[src/rtl/uart_rxb_pkg.sv]
package uart_rxb_pkg;
    typedef struct packed {
        logic ovr;
        logic frm;
        logic par;
        logic sum;
    } rxb_flags_t;
endpackage

[src/rtl/uart_rxb_check.sv]
module uart_rxb_check #(
    parameter int DATA_W   = 8,
    parameter int STOP_MAX = 2,
    parameter int SW       = 2
) (
    input  logic [DATA_W-1:0]   data,
    input  logic                par_bit,
    input  logic [STOP_MAX-1:0] stop,
    input  logic                par_en,
    input  logic                par_odd,
    input  logic [SW-1:0]       stop_cfg,
    output logic                frm_bad,
    output logic                par_bad
);
    logic [STOP_MAX-1:0] need;

    // Bit 0 is always required; bit i is required when i < configured count.
    generate
        for (genvar i = 0; i < STOP_MAX; i++) begin : g_need
            if (i == 0) begin : g_first
                assign need[i] = 1'b1;
            end else begin : g_rest
                assign need[i] = (stop_cfg > SW'(i));
            end
        end
    endgenerate

    always_comb begin
        frm_bad = |(need & ~stop);
        par_bad = par_en & (^{data, par_bit, par_odd});
    end
endmodule

[src/rtl/uart_rxb_buffer.sv]
module uart_rxb_buffer #(
    parameter int DATA_W = 8
) (
    input  logic              clk,
    input  logic              rst_n,
    input  logic              active,
    input  logic              take,
    input  logic              overrun,
    input  logic              rd_lo,
    input  logic [DATA_W-1:0] data_in,
    output logic [DATA_W-1:0] data,
    output logic              full,
    output logic              irq
);
    typedef struct packed {
        logic [DATA_W-1:0] data;
        logic              full;
        logic              irq;
    } buf_t;

    buf_t st_d, st_q;

    always_comb begin
        st_d      = st_q;
        st_d.irq  = take & ~overrun;
        if (take) st_d.data = data_in;
        if (!active)      st_d.full = 1'b0;
        else if (take)    st_d.full = 1'b1;
        else if (rd_lo)   st_d.full = 1'b0;
    end

    always_ff @(posedge clk or negedge rst_n) begin
        if (!rst_n) st_q <= '0;
        else        st_q <= st_d;
    end

    assign data = st_q.data;
    assign full = st_q.full;
    assign irq  = st_q.irq;

    assert_full_clear_R9: assert property (@(posedge clk) disable iff (!rst_n)
        !active |=> !full);
    assert_irq_needs_full_R2: assert property (@(posedge clk) disable iff (!rst_n)
        irq |-> full);
endmodule

[src/rtl/uart_rxb_flags.sv]
module uart_rxb_flags
    import uart_rxb_pkg::*;
(
    input  logic       clk,
    input  logic       rst_n,
    input  logic       active,
    input  logic       take,
    input  logic       new_ovr,
    input  logic       new_frm,
    input  logic       new_par,
    input  logic       rd_lo,
    output rxb_flags_t flags
);
    rxb_flags_t fl_d, fl_q;

    always_comb begin
        fl_d = fl_q;
        if (!active) begin
            fl_d = '0;
        end else begin
            fl_d.ovr = fl_q.ovr | (take & new_ovr);
            fl_d.frm = (take & new_frm) | (fl_q.frm & ~rd_lo);
            fl_d.par = (take & new_par) | (fl_q.par & ~rd_lo);
        end
        fl_d.sum = fl_d.ovr | fl_d.frm | fl_d.par;
    end

    always_ff @(posedge clk or negedge rst_n) begin
        if (!rst_n) fl_q <= '0;
        else        fl_q <= fl_d;
    end

    assign flags = fl_q;

    assert_clear_inactive_R9: assert property (@(posedge clk) disable iff (!rst_n)
        !active |=> (flags == '0));
    assert_ovr_sticky_R8: assert property (@(posedge clk) disable iff (!rst_n)
        (active && flags.ovr) |=> flags.ovr);
    assert_rd_clears_R8: assert property (@(posedge clk) disable iff (!rst_n)
        (active && rd_lo && !take) |=> (!flags.frm && !flags.par));
    assert_new_wins_R10: assert property (@(posedge clk) disable iff (!rst_n)
        (active && take && new_frm && rd_lo) |=> flags.frm);
endmodule

[src/rtl/uart_rxb_errflags.sv]
module uart_rxb_errflags
    import uart_rxb_pkg::*;
#(
    parameter int DATA_W   = 8,
    parameter int STOP_MAX = 2,
    parameter int MODE_W   = 3,
    localparam int SW      = $clog2(STOP_MAX + 1)
) (
    input  logic                clk,
    input  logic                rst_n,
    input  logic                frame_valid,
    input  logic [DATA_W-1:0]   frame_data,
    input  logic                frame_par,
    input  logic [STOP_MAX-1:0] frame_stop,
    input  logic                par_en,
    input  logic                par_odd,
    input  logic [SW-1:0]       stop_cfg,
    input  logic [MODE_W-1:0]   mode_sel,
    input  logic                rx_en,
    input  logic                rd_lo,
    output logic [DATA_W-1:0]   rbuf_data,
    output logic                rbuf_full,
    output logic                ovr_err,
    output logic                frm_err,
    output logic                par_err,
    output logic                sum_err,
    output logic                rx_irq
);
    logic       active, take, overrun, frm_bad, par_bad;
    rxb_flags_t flags;

    assign active  = rx_en & (mode_sel != '0);
    assign take    = frame_valid & active;
    assign overrun = take & rbuf_full & ~rd_lo;

    uart_rxb_check #(.DATA_W(DATA_W), .STOP_MAX(STOP_MAX), .SW(SW)) u_check (
        .data(frame_data), .par_bit(frame_par), .stop(frame_stop),
        .par_en(par_en), .par_odd(par_odd), .stop_cfg(stop_cfg),
        .frm_bad(frm_bad), .par_bad(par_bad)
    );

    uart_rxb_buffer #(.DATA_W(DATA_W)) u_buf (
        .clk(clk), .rst_n(rst_n), .active(active), .take(take),
        .overrun(overrun), .rd_lo(rd_lo), .data_in(frame_data),
        .data(rbuf_data), .full(rbuf_full), .irq(rx_irq)
    );

    uart_rxb_flags u_flags (
        .clk(clk), .rst_n(rst_n), .active(active), .take(take),
        .new_ovr(overrun), .new_frm(frm_bad), .new_par(par_bad),
        .rd_lo(rd_lo), .flags(flags)
    );

    assign ovr_err = flags.ovr;
    assign frm_err = flags.frm;
    assign par_err = flags.par;
    assign sum_err = flags.sum;

    assert_buf_write_R1: assert property (@(posedge clk) disable iff (!rst_n)
        take |=> (rbuf_full && rbuf_data == $past(frame_data)));
    assert_ovr_set_R3: assert property (@(posedge clk) disable iff (!rst_n)
        (take && rbuf_full && !rd_lo) |=> (ovr_err && !rx_irq));
    assert_irq_R2: assert property (@(posedge clk) disable iff (!rst_n)
        (take && !(rbuf_full && !rd_lo)) |=> rx_irq);
    assert_sum_or_R7: assert property (@(posedge clk) disable iff (!rst_n)
        sum_err == (ovr_err | frm_err | par_err));
endmodule

[config.mk]
export PLATFORM = sky130hd
export DESIGN_NAME = uart_rxb_errflags
export DESIGN_NICKNAME = d
export VERILOG_FILES = /design/src/rtl/uart_rxb_pkg.sv /design/src/rtl/uart_rxb_check.sv /design/src/rtl/uart_rxb_buffer.sv /design/src/rtl/uart_rxb_flags.sv /design/src/rtl/uart_rxb_errflags.sv
export SDC_FILE = /design/constraint.sdc
export NUM_CORES = 1
export LEC_CHECK = 0
export CAP_MARGIN = 15
export CORE_MARGIN = 8
export CORE_UTILIZATION = 39
export CTS_CLUSTER_DIAMETER = 150
export CTS_CLUSTER_SIZE = 8
export DETAILED_ROUTE_END_ITERATION = 6
export PLACE_DENSITY = 0.82
export SYNTH_ARGS = -nofsm -noshare
export SYNTH_HDL_FRONTEND = slang
export SYNTH_SLANG_ARGS = --single-unit
[constraint.sdc]
create_clock -name clk -period 1.9 [get_ports clk]
set_clock_uncertainty 0.2 [all_clocks]
set_input_delay 0.38 -clock clk [delete_from_list [all_inputs] [get_ports clk]]
set_output_delay 0.38 -clock clk [all_outputs]
set_load 0.02 [all_outputs]
# After elaboration in Yosys (flattened, before gate mapping)
# Index checks and enable logic that the tools add are counted.
# classes
add_sub_neg,0
mul,0
n_div,0
n_lt_le_gt_ge,1
eq_ne,1
n_shift,0
mux,4
n_bitwise,20
reduce_logical,3
# op_table
op,n
bitwise AND 1 bit,11
parity 10 bit,1
bitwise OR 1 bit,5
two-way mux 1 bit,3
two-way mux 3 bit,1
inequality test 3 x 2 -> 1 bit (second input constant),1
nonzero test 3 bit,1
bitwise AND 2 bit,1
greater-than comparator 2 x 1 -> 1 bit (second input constant),1
NOT 1 bit,2
NOT 2 bit,1
OR reduction 2 bit,1
# totals
regBits,14
latch_bits,0
ramBits,0
mem_bits_ro,0
wordCells,36
memories,0

# Longest topological paths before layout
# logic_depth
depth_word,10
ltp_mapped,4
ltp_nobuf,4

# Hierarchy
# Synthesis repeated with hierarchy kept, for this count alone.
# hier_totals
hier_cells,51
area_unflattened_um2,689.4
# by_module_without_submodules
mod,instances,cells_each,area_per_inst_um2,seq_area_each_um2
uart_rxb_buffer,1,22,401.6,250.2
uart_rxb_flags,1,13,150.1,100.1
uart_rxb_check,1,11,98.8,0.0
uart_rxb_errflags,1,5,38.8,0.0

# Worst setup path after synthesis
# Ideal clock, no wire load.
# synth_path
kind,input to register
start,input frame_data[3]
end,register u_flags.fl_q (netlist bit u_flags.flags[0])
arrival_time_ps,1381
path_slack_ps,251
stages,4
n_path_buf,0
path_cell_list,xnor2_1 xnor3_1 or3b_1 nand3_1
# synth_lines
element,line_no,rtl
"start, declared",uart_rxb_errflags.sv:12,"input logic [DATA_W-1:0] frame_data,"
"end signal, assigned",uart_rxb_flags.sv:30,else fl_q <= fl_d;
"end, declared",uart_rxb_flags.sv:14,"rxb_flags_t fl_d, fl_q;"

==> impl_metrics.tcl <==
set metrics [dict create \
    htree_levels 1 \
    syn_inst 48 \
    wirelength_met1_um 599 \
    cts_tree "built" \
    multi_input_area_um2 300 \
    placed_cells 104 \
    fin_ws_ns 0.0620 \
    min_period_ns 1.84 \
    clk_pin_slew_ns 0.08 \
    die_x_um 56.6 \
    seq_area_frac_synth_pct 54.5 \
    rows 14 \
    grt_overflow 0 \
    die_y_um 56.6 \
    rsz0062_at_grt "no" \
    grt_use_total_pct 10.2 \
    via_per_inst 4.77 \
    synth-edff-count 0 \
    crit_fanout 2 \
    cts_buffer_depth 2 \
    vias 520 \
    hold_violations 0 \
    yosysTopAreaCell "dfrtp_1" \
    wl_met3_um 128 \
    synth_area_um2 643 \
    cp_slowest_cell "clkdlybuf4s50_1" \
    crit_cells 5 \
    worst_setup_path_start_kind "primary input" \
    clk_root_buffer_cell "clkbuf_4" \
    antenna_found_initial 0 \
    synth_cell_types 18 \
    routed.top_layer "met3" \
    grt_max_degree 15 \
    die_area_um2 3200 \
    rr_worst_depth 4 \
    slew_viol_final 0 \
    ys_warn_count 0 \
    crit_required_ns 1.92 \
    clk-insertion-delay-late_ns 0.27 \
    portBuffers 35 \
    finalInstanceArea_um2 1110 \
    crit_arrival_ns 1.85 \
    antenna_left 0 \
    wirelength_um 1580 \
    placedInstanceArea_um2 1050 \
    setup_viol 0 \
    slowest_delay_ns 0.52 \
    fin_cells 109 \
    wl_per_cell_um 14.5 \
    fin_nets 117 \
    start_util_pct 42.2 \
    coreArea_um2 1520 \
    power_density_nw_per_um2 765 \
    drt-initial-drc-count 5 \
    cts_buffers 3 \
    end_kind "register" \
    postCtsHoldBufs 0 \
    drv_cap 0 \
    cp_num_buf_inv 1 \
    ys_ff_latch 14 \
    grt_pass1_vias 602 \
    drc 0 \
    critPathTopFamily "buffers and inverters" \
    ff_latch_area_um2 350 \
    place.gp.congestion 0.693 \
    max-slew-margin-rel_pct 79.8 \
    cp_cell_sequence "clkdlybuf4s50_1 > xnor2_2 > xnor3_1 > or3b_1 > nand3_1" \
    grt_pass1_wl_um 2670 \
    leakagePower_nw 0.505 \
    worstSetupPathType "in -> reg" \
    hold_path_class "in -> async" \
    synthTopCellsByArea "dfrtp_1 (54%), mux2_2 (14%), xnor2_1 (6.8%)" \
    irDropWorstVdd_uv 607 \
    worst_pin_slew_ns 0.300 \
    yosys_most_used_dff "dfrtp_1" \
    min_period_over_period_pct 96.7 \
    syn_area_per_cell_um2 13.4 \
    layout-drive-gt1-share_pct 21.5 \
    cts_sinks 14 \
    fmax_ghz 0.544 \
    wl_met2_um 851 \
    status "finished clean" \
    dp_slack_ns -0.310 \
    areaGrowthSynthToFinish_pct 72.2 \
    async_flop_share_pct 100 \
    fin_hold_ws_ns 0.202 \
    synth_top_area_share_pct 54.5 \
    syn_nets 71 \
    io_pins 37 \
    nFillCells 121 \
    first_pass_iters 2 \
    antennaDiodeCount 0 \
]
==> cells by family after synthesis <==
logic type	share of synthesized area, %
XOR/XNOR	12.8
AND/OR/NAND/NOR	11.3
multiplexers	14.0
flip-flops	54.5
AO/OA/AOI/OAI	7.39
==> per-stage QoR <==
step                      power (W)  setup TNS [ns]  utilization [%]
final                      0.000848               0             72.7
after global routing       0.000896               0             72.7
after global placement     0.000632           -1.29             69.0
after CTS                  0.000851               0             71.3
after floorplan            0.000483               0                -
after detailed placement   0.000637           -1.45             69.0
==> layout make-up <==
type	instances	area share (%)
multi-input combinational	34	27.1
timing repair buffer	41	36.2
clock buffer	4	3.28
tap	16	1.81
sequential	14	31.6
==> per-layer routing <==
metal,vias to the layer above,GRT usage [%]
li1,259,-
met1,240,10.6
met2,21,17.7
met3,0,6.07
met4,0,1.03
met5,-,0
==> cell usage after synthesis (2+ instances only) <==
| cell type | count |
|---|---|
| o21a_1 | 2 |
| dfrtp_1 | 14 |
| mux2_2 | 8 |
| nor2b_1 | 3 |
| nand3_1 | 3 |
| xnor2_1 | 5 |
| nand2_1 | 2 |
==> path summary, 6_finish.rpt <==
| kind | startpoint | end | slack (ns) |
|---|---|---|---|
| setup / recovery | frame_data[7] | u_flags.flags[0] | 0.06 |
| hold / removal | rst_n | u_flags.flags[3] | 0.20 |
| setup reg to reg | u_buf.full | u_flags.flags[0] | 0.49 |
| hold reg to reg | u_buf.data[6] | u_buf.data[6] | 0.31 |
| max in group asynchronous | rst_n | u_buf.data[6] | 1.13 |
| min in group clk | frame_data[2] | u_buf.data[2] | 0.24 |
==> worst reg2reg max path: cells and delay by family, from the launching register on <==
kind	cells	cell delay (ns)
AOI/OAI and AO/OA	2	0.45
DFF	1	0.39
and+or+nand+nor	2	0.26
==> power by group <==
group          internal, W  total [W]  switching, W
clock network     0.000116   0.000210     0.0000936
logic             0.000171   0.000285      0.000114
registers         0.000336   0.000353     0.0000172
total             0.000623   0.000848      0.000225
==> layout by cell type (no fill, tap or decap), drive strengths merged, types with 2 or more instances in the layout <==
master	Yosys	routed
dfrtp	14	14
clkdlybuf4s50	0	33
nor2b	3	3
xnor2	6	6
clkbuf	0	4
mux2	8	8
nand3	3	3
nand2	2	2
buf	0	6
dlymetal6s2s	0	2
o21a	2	2
==> registers in the layout, indices dropped and copies added, names as in the netlist <==
signal         flops
u_buf.irq          1
u_buf.full         1
u_flags.flags      4
u_buf.data         8
==> what timing repair did <==
item	in CTS	in global routing
pin swaps	2	2
gates resized for setup	0	3
buffers inserted	0	1
setup endpoints to repair	2	2
Note: power is estimated with default switching activity, not from simulation.
